`src/rtl/shbus_pkg.sv`:
```
package shbus_pkg;
  localparam int DEF_MST     = 4;
  localparam int DEF_SLV     = 3;
  localparam int DEF_ADR_W   = 30;
  localparam int DEF_DAT_W   = 32;
  localparam int DEF_SEG_LSB = 27;

  typedef enum logic {ARB_IDLE, ARB_HELD} arb_state_e;

  // position reached by stepping off places upward from v, modulo n
  function automatic int wrap_inc(int v, int off, int n);
    return (v + off) % n;
  endfunction
endpackage

```
`src/rtl/shbus_rr_arb.sv`:
```
module shbus_rr_arb
  import shbus_pkg::*;
#(
  parameter int N  = DEF_MST,
  parameter int IW = $clog2(DEF_MST)
) (
  input  logic          clk,
  input  logic          rst,
  input  logic [N-1:0]  req,
  output logic [IW-1:0] owner,
  output logic          held
);
  arb_state_e    st;
  logic [IW-1:0] own_q;
  logic [IW-1:0] nxt;
  logic          any;

  // closest requester after the previous owner wins (descending scan, last hit kept)
  always_comb begin
    nxt = own_q;
    any = 1'b0;
    for (int off = N; off >= 1; off--) begin
      if (req[wrap_inc(int'(own_q), off, N)]) begin
        nxt = IW'(wrap_inc(int'(own_q), off, N));
        any = 1'b1;
      end
    end
  end

  always_ff @(posedge clk) begin
    if (rst) begin
      st    <= ARB_IDLE;
      own_q <= IW'(N - 1);   // so that master 0 comes first
    end else if (!(st == ARB_HELD && req[own_q])) begin
      if (any) begin
        st    <= ARB_HELD;
        own_q <= nxt;
      end else begin
        st    <= ARB_IDLE;
      end
    end
  end

  assign owner = own_q;
  assign held  = (st == ARB_HELD);
endmodule

```
`src/rtl/shbus_mst_mux.sv`:
```
module shbus_mst_mux #(
  parameter int N     = 4,
  parameter int IW    = 2,
  parameter int ADR_W = 30,
  parameter int DAT_W = 32,
  parameter int SEL_W = 4
) (
  input  logic [N-1:0][ADR_W-1:0] m_adr,
  input  logic [N-1:0][DAT_W-1:0] m_dat_w,
  input  logic [N-1:0][SEL_W-1:0] m_sel,
  input  logic [N-1:0]            m_we,
  input  logic [N-1:0]            m_cyc,
  input  logic [N-1:0]            m_stb,
  input  logic [IW-1:0]           owner,
  input  logic                    held,
  output logic [ADR_W-1:0]        sh_adr,
  output logic [DAT_W-1:0]        sh_dat_w,
  output logic [SEL_W-1:0]        sh_sel,
  output logic                    sh_we,
  output logic                    sh_cyc,
  output logic                    sh_stb
);
  always_comb begin
    sh_adr   = m_adr[owner];
    sh_dat_w = m_dat_w[owner];
    sh_sel   = m_sel[owner];
    sh_we    = held & m_we[owner];
    sh_cyc   = held & m_cyc[owner];
    sh_stb   = held & m_cyc[owner] & m_stb[owner];
  end
endmodule

```
`src/rtl/shbus_slv_dec.sv`:
```
module shbus_slv_dec #(
  parameter int NS        = 3,
  parameter int ADR_W     = 30,
  parameter int DAT_W     = 32,
  parameter int SEG_LSB   = 27,
  parameter int SLV_MATCH [NS] = '{0, 1, 3}
) (
  input  logic [ADR_W-1:0]        sh_adr,
  input  logic                    sh_cyc,
  input  logic                    sh_stb,
  input  logic [NS-1:0][DAT_W-1:0] s_dat_r,
  input  logic [NS-1:0]           s_ack,
  output logic [NS-1:0]           s_cyc,
  output logic [NS-1:0]           s_stb,
  output logic [DAT_W-1:0]        rd_dat,
  output logic                    rd_ack
);
  localparam int SEG_W = ADR_W - SEG_LSB;

  logic [SEG_W-1:0] seg;
  logic [NS-1:0]    hit;

  assign seg = sh_adr[ADR_W-1:SEG_LSB];

  for (genvar k = 0; k < NS; k++) begin : g_slot
    assign hit[k]   = (seg == SEG_W'(SLV_MATCH[k]));
    assign s_cyc[k] = sh_cyc & hit[k];
    assign s_stb[k] = sh_stb & hit[k];
  end

  always_comb begin
    rd_dat = '0;
    rd_ack = 1'b0;
    for (int k = 0; k < NS; k++) begin
      if (hit[k]) begin
        rd_dat = s_dat_r[k];
        rd_ack = sh_cyc & s_ack[k];
      end
    end
  end
endmodule

```
`src/rtl/shbus_fabric.sv`:
```
module shbus_fabric
  import shbus_pkg::*;
#(
  parameter int NUM_MST   = DEF_MST,
  parameter int NUM_SLV   = DEF_SLV,
  parameter int ADR_W     = DEF_ADR_W,
  parameter int DAT_W     = DEF_DAT_W,
  parameter int SEG_LSB   = DEF_SEG_LSB,
  parameter int SLV_MATCH [NUM_SLV] = '{0, 1, 3}
) (
  input  logic                           clk,
  input  logic                           rst,
  input  logic [NUM_MST-1:0][ADR_W-1:0]  m_adr,
  input  logic [NUM_MST-1:0][DAT_W-1:0]  m_dat_w,
  input  logic [NUM_MST-1:0][DAT_W/8-1:0] m_sel,
  input  logic [NUM_MST-1:0]             m_we,
  input  logic [NUM_MST-1:0]             m_cyc,
  input  logic [NUM_MST-1:0]             m_stb,
  output logic [DAT_W-1:0]               m_dat_r,
  output logic [NUM_MST-1:0]             m_ack,
  output logic [ADR_W-1:0]               s_adr,
  output logic [DAT_W-1:0]               s_dat_w,
  output logic [DAT_W/8-1:0]             s_sel,
  output logic                           s_we,
  output logic [NUM_SLV-1:0]             s_cyc,
  output logic [NUM_SLV-1:0]             s_stb,
  input  logic [NUM_SLV-1:0][DAT_W-1:0]  s_dat_r,
  input  logic [NUM_SLV-1:0]             s_ack
);
  localparam int SEL_W = DAT_W / 8;
  localparam int IW    = (NUM_MST > 1) ? $clog2(NUM_MST) : 1;

  logic [IW-1:0] gnt_idx;
  logic          gnt_held;
  logic          sh_cyc, sh_stb, rd_ack;

  shbus_rr_arb #(.N(NUM_MST), .IW(IW)) u_arb (
    .clk   (clk),
    .rst   (rst),
    .req   (m_cyc),
    .owner (gnt_idx),
    .held  (gnt_held)
  );

  shbus_mst_mux #(
    .N(NUM_MST), .IW(IW), .ADR_W(ADR_W), .DAT_W(DAT_W), .SEL_W(SEL_W)
  ) u_mux (
    .m_adr    (m_adr),
    .m_dat_w  (m_dat_w),
    .m_sel    (m_sel),
    .m_we     (m_we),
    .m_cyc    (m_cyc),
    .m_stb    (m_stb),
    .owner    (gnt_idx),
    .held     (gnt_held),
    .sh_adr   (s_adr),
    .sh_dat_w (s_dat_w),
    .sh_sel   (s_sel),
    .sh_we    (s_we),
    .sh_cyc   (sh_cyc),
    .sh_stb   (sh_stb)
  );

  shbus_slv_dec #(
    .NS(NUM_SLV), .ADR_W(ADR_W), .DAT_W(DAT_W), .SEG_LSB(SEG_LSB),
    .SLV_MATCH(SLV_MATCH)
  ) u_dec (
    .sh_adr  (s_adr),
    .sh_cyc  (sh_cyc),
    .sh_stb  (sh_stb),
    .s_dat_r (s_dat_r),
    .s_ack   (s_ack),
    .s_cyc   (s_cyc),
    .s_stb   (s_stb),
    .rd_dat  (m_dat_r),
    .rd_ack  (rd_ack)
  );

  // acknowledge steered to the owner only
  for (genvar i = 0; i < NUM_MST; i++) begin : g_ack
    assign m_ack[i] = gnt_held & rd_ack & (gnt_idx == IW'(i));
  end
endmodule

```
`config.mk`:
```
export PLATFORM = sky130hd
export DESIGN_NAME = shbus_fabric
export DESIGN_NICKNAME = d
export VERILOG_FILES = /design/src/rtl/shbus_pkg.sv /design/src/rtl/shbus_rr_arb.sv /design/src/rtl/shbus_mst_mux.sv /design/src/rtl/shbus_slv_dec.sv /design/src/rtl/shbus_fabric.sv
export SDC_FILE = /design/constraint.sdc
export NUM_CORES = 1
export LEC_CHECK = 0
export ABC_CLOCK_PERIOD_IN_PS = 9400
export BUFFER_PORTS_ARGS = -buffer_cell sky130_fd_sc_hd__buf_2
export CORE_AREA = 2 2 191 193
export DETAILED_ROUTE_END_ITERATION = 8
export DIE_AREA = 0 0 193 195
export GPL_TIMING_DRIVEN = 0
export PLACE_DENSITY_LB_ADDON = 0.2
export SLEW_MARGIN = 30
export SYNTH_ARGS = -nofsm -noshare
export SYNTH_HDL_FRONTEND = slang
export SYNTH_HIERARCHICAL = 1
export SYNTH_SLANG_ARGS = --single-unit
```
`constraint.sdc`:
```
create_clock -name clk -period 9.4 [get_ports clk]
set_clock_uncertainty 0.2 [all_clocks]
set_input_delay 2.82 -clock clk [delete_from_list [all_inputs] [get_ports clk]]
set_output_delay 2.82 -clock clk [all_outputs]
set_load 0.01 [all_outputs]
```
# Word-level counts from Yosys, hierarchy flattened
# Index checks and enable logic that the tools add are counted.
[word_totals]
reg_bits = 3
inputBits = 377
out_inout_bits = 109
elab_cells = 86
[op_classes]
add_sub_neg = 4
n_lt_le_gt_ge = 5
eq_ne = 5
muxes = 39
n_bitwise = 22
reduce_logical = 9
[op_table]
columns = ["operator", "count"]
rows = [
  ["32-bit 2-to-1 mux", 4],
  ["32-bit binary-select mux with 2-bit select", 1],
  ["30-bit binary-select mux with 2-bit select", 1],
  ["30-bit 2-to-1 mux", 1],
  ["1-bit 2-to-1 mux", 19],
  ["1-bit AND", 17],
  ["3-bit by 4-bit < comparator with 1-bit output (second input constant)", 4],
  ["1-bit binary-select mux with 2-bit select", 7],
  ["4-bit binary-select mux with 2-bit select", 1],
  ["2-bit 2-to-1 mux", 4],
  ["2-bit OR reduction", 4],
  ["2-bit by 1-bit adder with 2-bit output (second input constant)", 2],
  ["2-bit adder (second input constant)", 2],
  ["1-bit AND (first input constant)", 4],
  ["2-bit equality test (second input constant)", 2],
  ["4-bit 2-to-1 mux", 1],
  ["4-bit nonzero test", 1],
  ["3-bit by 1-bit equality test with 1-bit output (second input constant)", 1],
  ["3-bit by 2-bit equality test with 1-bit output (second input constant)", 1],
  ["3-bit zero test", 1],
  ["2-bit by 3-bit < comparator with 1-bit output (second input constant)", 1],
  ["3-bit AND reduction", 1],
  ["2-bit by 1-bit equality test with 1-bit output (second input constant)", 1],
  ["2-bit zero test", 1],
  ["2 further kinds", 2],
]

# Logic depth before layout (Yosys ltp)
[depth]
depth_word = 11
mapped_depth = 9
ltp_nobuf = 6

# By module
# Netlist, hierarchy kept.
[by_module_without_submodules]
columns = ["module", "n_inst", "cells_per_inst", "area_each_um2", "seq_area_each_um2"]
rows = [
  ["shbus_mst_mux", 1, 88, 1730.4, 0.0],
  ["shbus_slv_dec", 1, 159, 984.7, 0.0],
  ["shbus_rr_arb", 1, 30, 310.3, 60.1],
  ["shbus_fabric", 1, 4, 45.0, 0.0],
]

# Worst setup path before layout
# OpenSTA, ideal clock, no wires.
[synth_path]
kind = "input to output"
start = "input port m_adr[117] (netlist bit)"
end = "output port m_ack[1]"
arrival_ns = 4.501
required_time_ns = 6.380
setup_slack_ns = 1.879
path_stages = 7
path_cell_list = "mux4_2 buf_6 and2_4 buf_6 a22o_1 a32o_1 and4b_2"
[synth_between]
elab_chain_len = 8
[synth_rtl]
columns = ["item", "line", "text"]
rows = [
  ["from (decl)", "shbus_fabric.sv:13", "input logic [NUM_MST-1:0][ADR_W-1:0] m_adr,"],
  ["30-bit binary-select mux with 2-bit select *", "shbus_mst_mux.sv:24", "sh_adr = m_adr[owner];"],
  ["30-bit 2-to-1 mux (not written as such) *", "shbus_mst_mux.sv:24", ""],
  ["3-bit zero test", "shbus_slv_dec.sv:26", "assign hit[k] = (seg == SEG_W'(SLV_MATCH[k]));"],
  ["1-bit 2-to-1 mux (2 in a row)", "shbus_slv_dec.sv:35", "if (hit[k]) begin"],
  ["1-bit 2-to-1 mux *", "shbus_slv_dec.sv:35", ""],
  ["named net rd_ack", "shbus_fabric.sv:35", "logic sh_cyc, sh_stb, rd_ack;"],
  ["1-bit AND * (2 in a row)", "shbus_fabric.sv:81", "assign m_ack[i] = gnt_held & rd_ack & (gnt_idx == IW'(i));"],
  ["to (decl)", "shbus_fabric.sv:20", "output logic [NUM_MST-1:0] m_ack,"],
]
# The timed path passes the listed nets; every way through them passes the cells marked *. The select of a mux whose other input is x is not followed.

# Worst setup path after layout
[layout_path]
start = "input port m_adr[118] (netlist bit)"
end = "output port m_ack[1]"
# Same word-level chain as after synthesis.

==> out/results.tsv <==
metric	value	unit
antenna_found_initial	1	
cts_setup_buffers	0	
synth_nets	658	
power_density	195	nW/µm²
h-tree-depth	1	
cts-root-buf	clkbuf_16	
grtUsageTotal	9.72	%
ys_ff_latch	3	
multiInputGateArea	2730	µm²
worstPathMaxFanout	10	
tightest_slew	0.581	ns
relSlewSlack	61.3	%
rows	69	
avgSynthCellArea	10.9	µm²
drt-wirelength-per-cell	16.2	µm
cts_made_buffers	3	
syn_inst	281	
drt_iter0_markers	83	
outcome	finished clean	
cp.arrival	4.89	ns
yosysSeqAreaShare	1.96	%
post_cts_resized	0	
insertion_delay	0.22	ns
grt_pass1_vias	4607	
max_freq	0.126	GHz
cts_hold_buf	0	
cts_max_path_buffers	2	
total_power	1.20	mW
hold_violations	0	
path_clk_slew	0.03	ns
synth_area	3070	µm²
crit_family	buffers and inverters	
placed_cell_area	6070	µm²
die_h	195	µm
final_util	17.4	%
die_w	193	µm
seqCellArea	60.1	µm²
syn2layout_area_growth	100	%
hold_path.class	reg -> reg	
holdWs	0.573	ns
layout_common_cells	493 x buf_2, 68 x mux4_2, 35 x nand2_1	
setup_violations	0	
slowest_stage	mux4_2	
grt_pass1_wl	27300	µm
cap_violations	0	
fin_nets	1148	
final_layout_size_suffix_gt1_share	77.3	%
drt_pass1_iterations	4	
io_pins	486	
fin_area	6160	µm²
crit_buf_inv	4	
num-fill-cells	4073	
dp_hpwl	18100	µm
peakVddDrop	0.0748	mV
design.die.area	37600	µm²
viasPerCell	3.64	
grt_start_max_net_pins	11	
cts_sinks	3	
ys.flop_type	dfxtp_1	
async_flop_share	0	%
start_kind	input port	
cp-end-kind	output pin	
drv_slew	0	
final_antenna_net_count	0	
worstSetupPathType	in -> out	
cts_tree	built	
crit_path_frequent_cell	buf_2	
initial_core_util	8.67	%
core	35400	µm²
p_leak	3.14	nW
cpPeakStageDelay	0.53	ns
wl	20000	µm
layout_commonest_cell	buf_2	
crit_required	6.38	ns
yosysUniqueCellTypes	34	
drc	0	
port_buffers	485	
rsz0062_at_grt	false	
synth-edff-count	0	
path_cells	buf_2 > mux4_2 > clkbuf_2 > and2_4 > buf_6 > a22o_1 > a32o_1 > and4b_2 > buf_2	
period_needed	7.91	ns
grt_overflow_total	0	
fin_setup_tns	0	ns
ys_warn_count	6	
routed-via-count	4489	
period_share	84.1	%
place_congestion	0.779	
==> area by class of cell <==
class,count,area share (%)
repair buffers,485,39.4
inverters,2,0.122
multi-input cells,242,44.4
diodes,1,0.0407
clock buffers,4,1.28
plain buffers,34,4.37
flip-flops and latches,3,0.976
well taps,461,9.37
==> synth_stat cells (5+ instances only) <==
library cell,count,area (µm²)
nand2_1,35,131
buf_2,8,40.0
buf_6,7,78.8
a21oi_1,33,165
nor2_1,6,22.5
nor2b_1,5,31.3
or2_0,27,169
mux2i_1,33,330
mux4_2,68,1530
clkbuf_1,10,37.5
or2_2,6,37.5
==> metrics by stage <==
stage                     cells  setup slack, ns
after floorplan             281             1.88
after global placement     1227             1.51
after detailed placement   1227             1.49
after CTS                  1231             1.48
after global routing       1231             1.41
final                      1232             1.49
==> state kept, by name, summed over array words and instances (netlist names) <==
| register | flops |
|---|---|
| u_arb/held | 1 |
| u_arb/owner | 2 |
==> final timing paths <==
check | start | endpoint | slack [ns] | depth (start not counted)
hold reg to reg | u_arb/owner[0]$_SDFFE_PP1P_ | u_arb/owner[0]$_SDFFE_PP1P_ | 0.57 | 3
hold / removal | u_arb/owner[0]$_SDFFE_PP1P_ | u_arb/owner[0]$_SDFFE_PP1P_ | 0.57 | 3
setup / recovery | m_adr[118] | m_ack[1] | 1.49 | 9
setup reg to reg | u_arb/owner[0]$_SDFFE_PP1P_ | u_arb/owner[0]$_SDFFE_PP1P_ | 7.32 | 5
==> kinds of logic after synthesis <==
logic type	Yosys count	share of synthesized area [%]
simple gates	98	17.7
compound gates	38	6.93
flops	3	1.96
mux	106	64.4
buf+inv	36	9.01
==> routing by layer <==
| layer | GRT usage [%] | part of all wire, % | up-vias |
|---|---|---|---|
| met2 | 19.6 | 55 | 274 |
| met4 | 1.85 | 1.2 | 0 |
| met5 | 0 | 0 | - |
| met3 | 1.40 | 8.3 | 6 |
| met1 | 10.5 | 36 | 2097 |
| li1 | - | - | 2112 |
==> power by group <==
group,switching (mW),internal (mW)
Sequential,0.00823,0.0166
Clock,0.0114,0.0559
Combinational,0.544,0.563
Total,0.563,0.635
==> worst min-delay path: cells and delay by family, from the launching register on <==
family	cells	cell delay, ns
DFF	1	0.38
muxes	1	0.07
and+or+nand+nor	1	0.10
buffers and inverters	1	0.17
(Power assumes the default switching activity.)
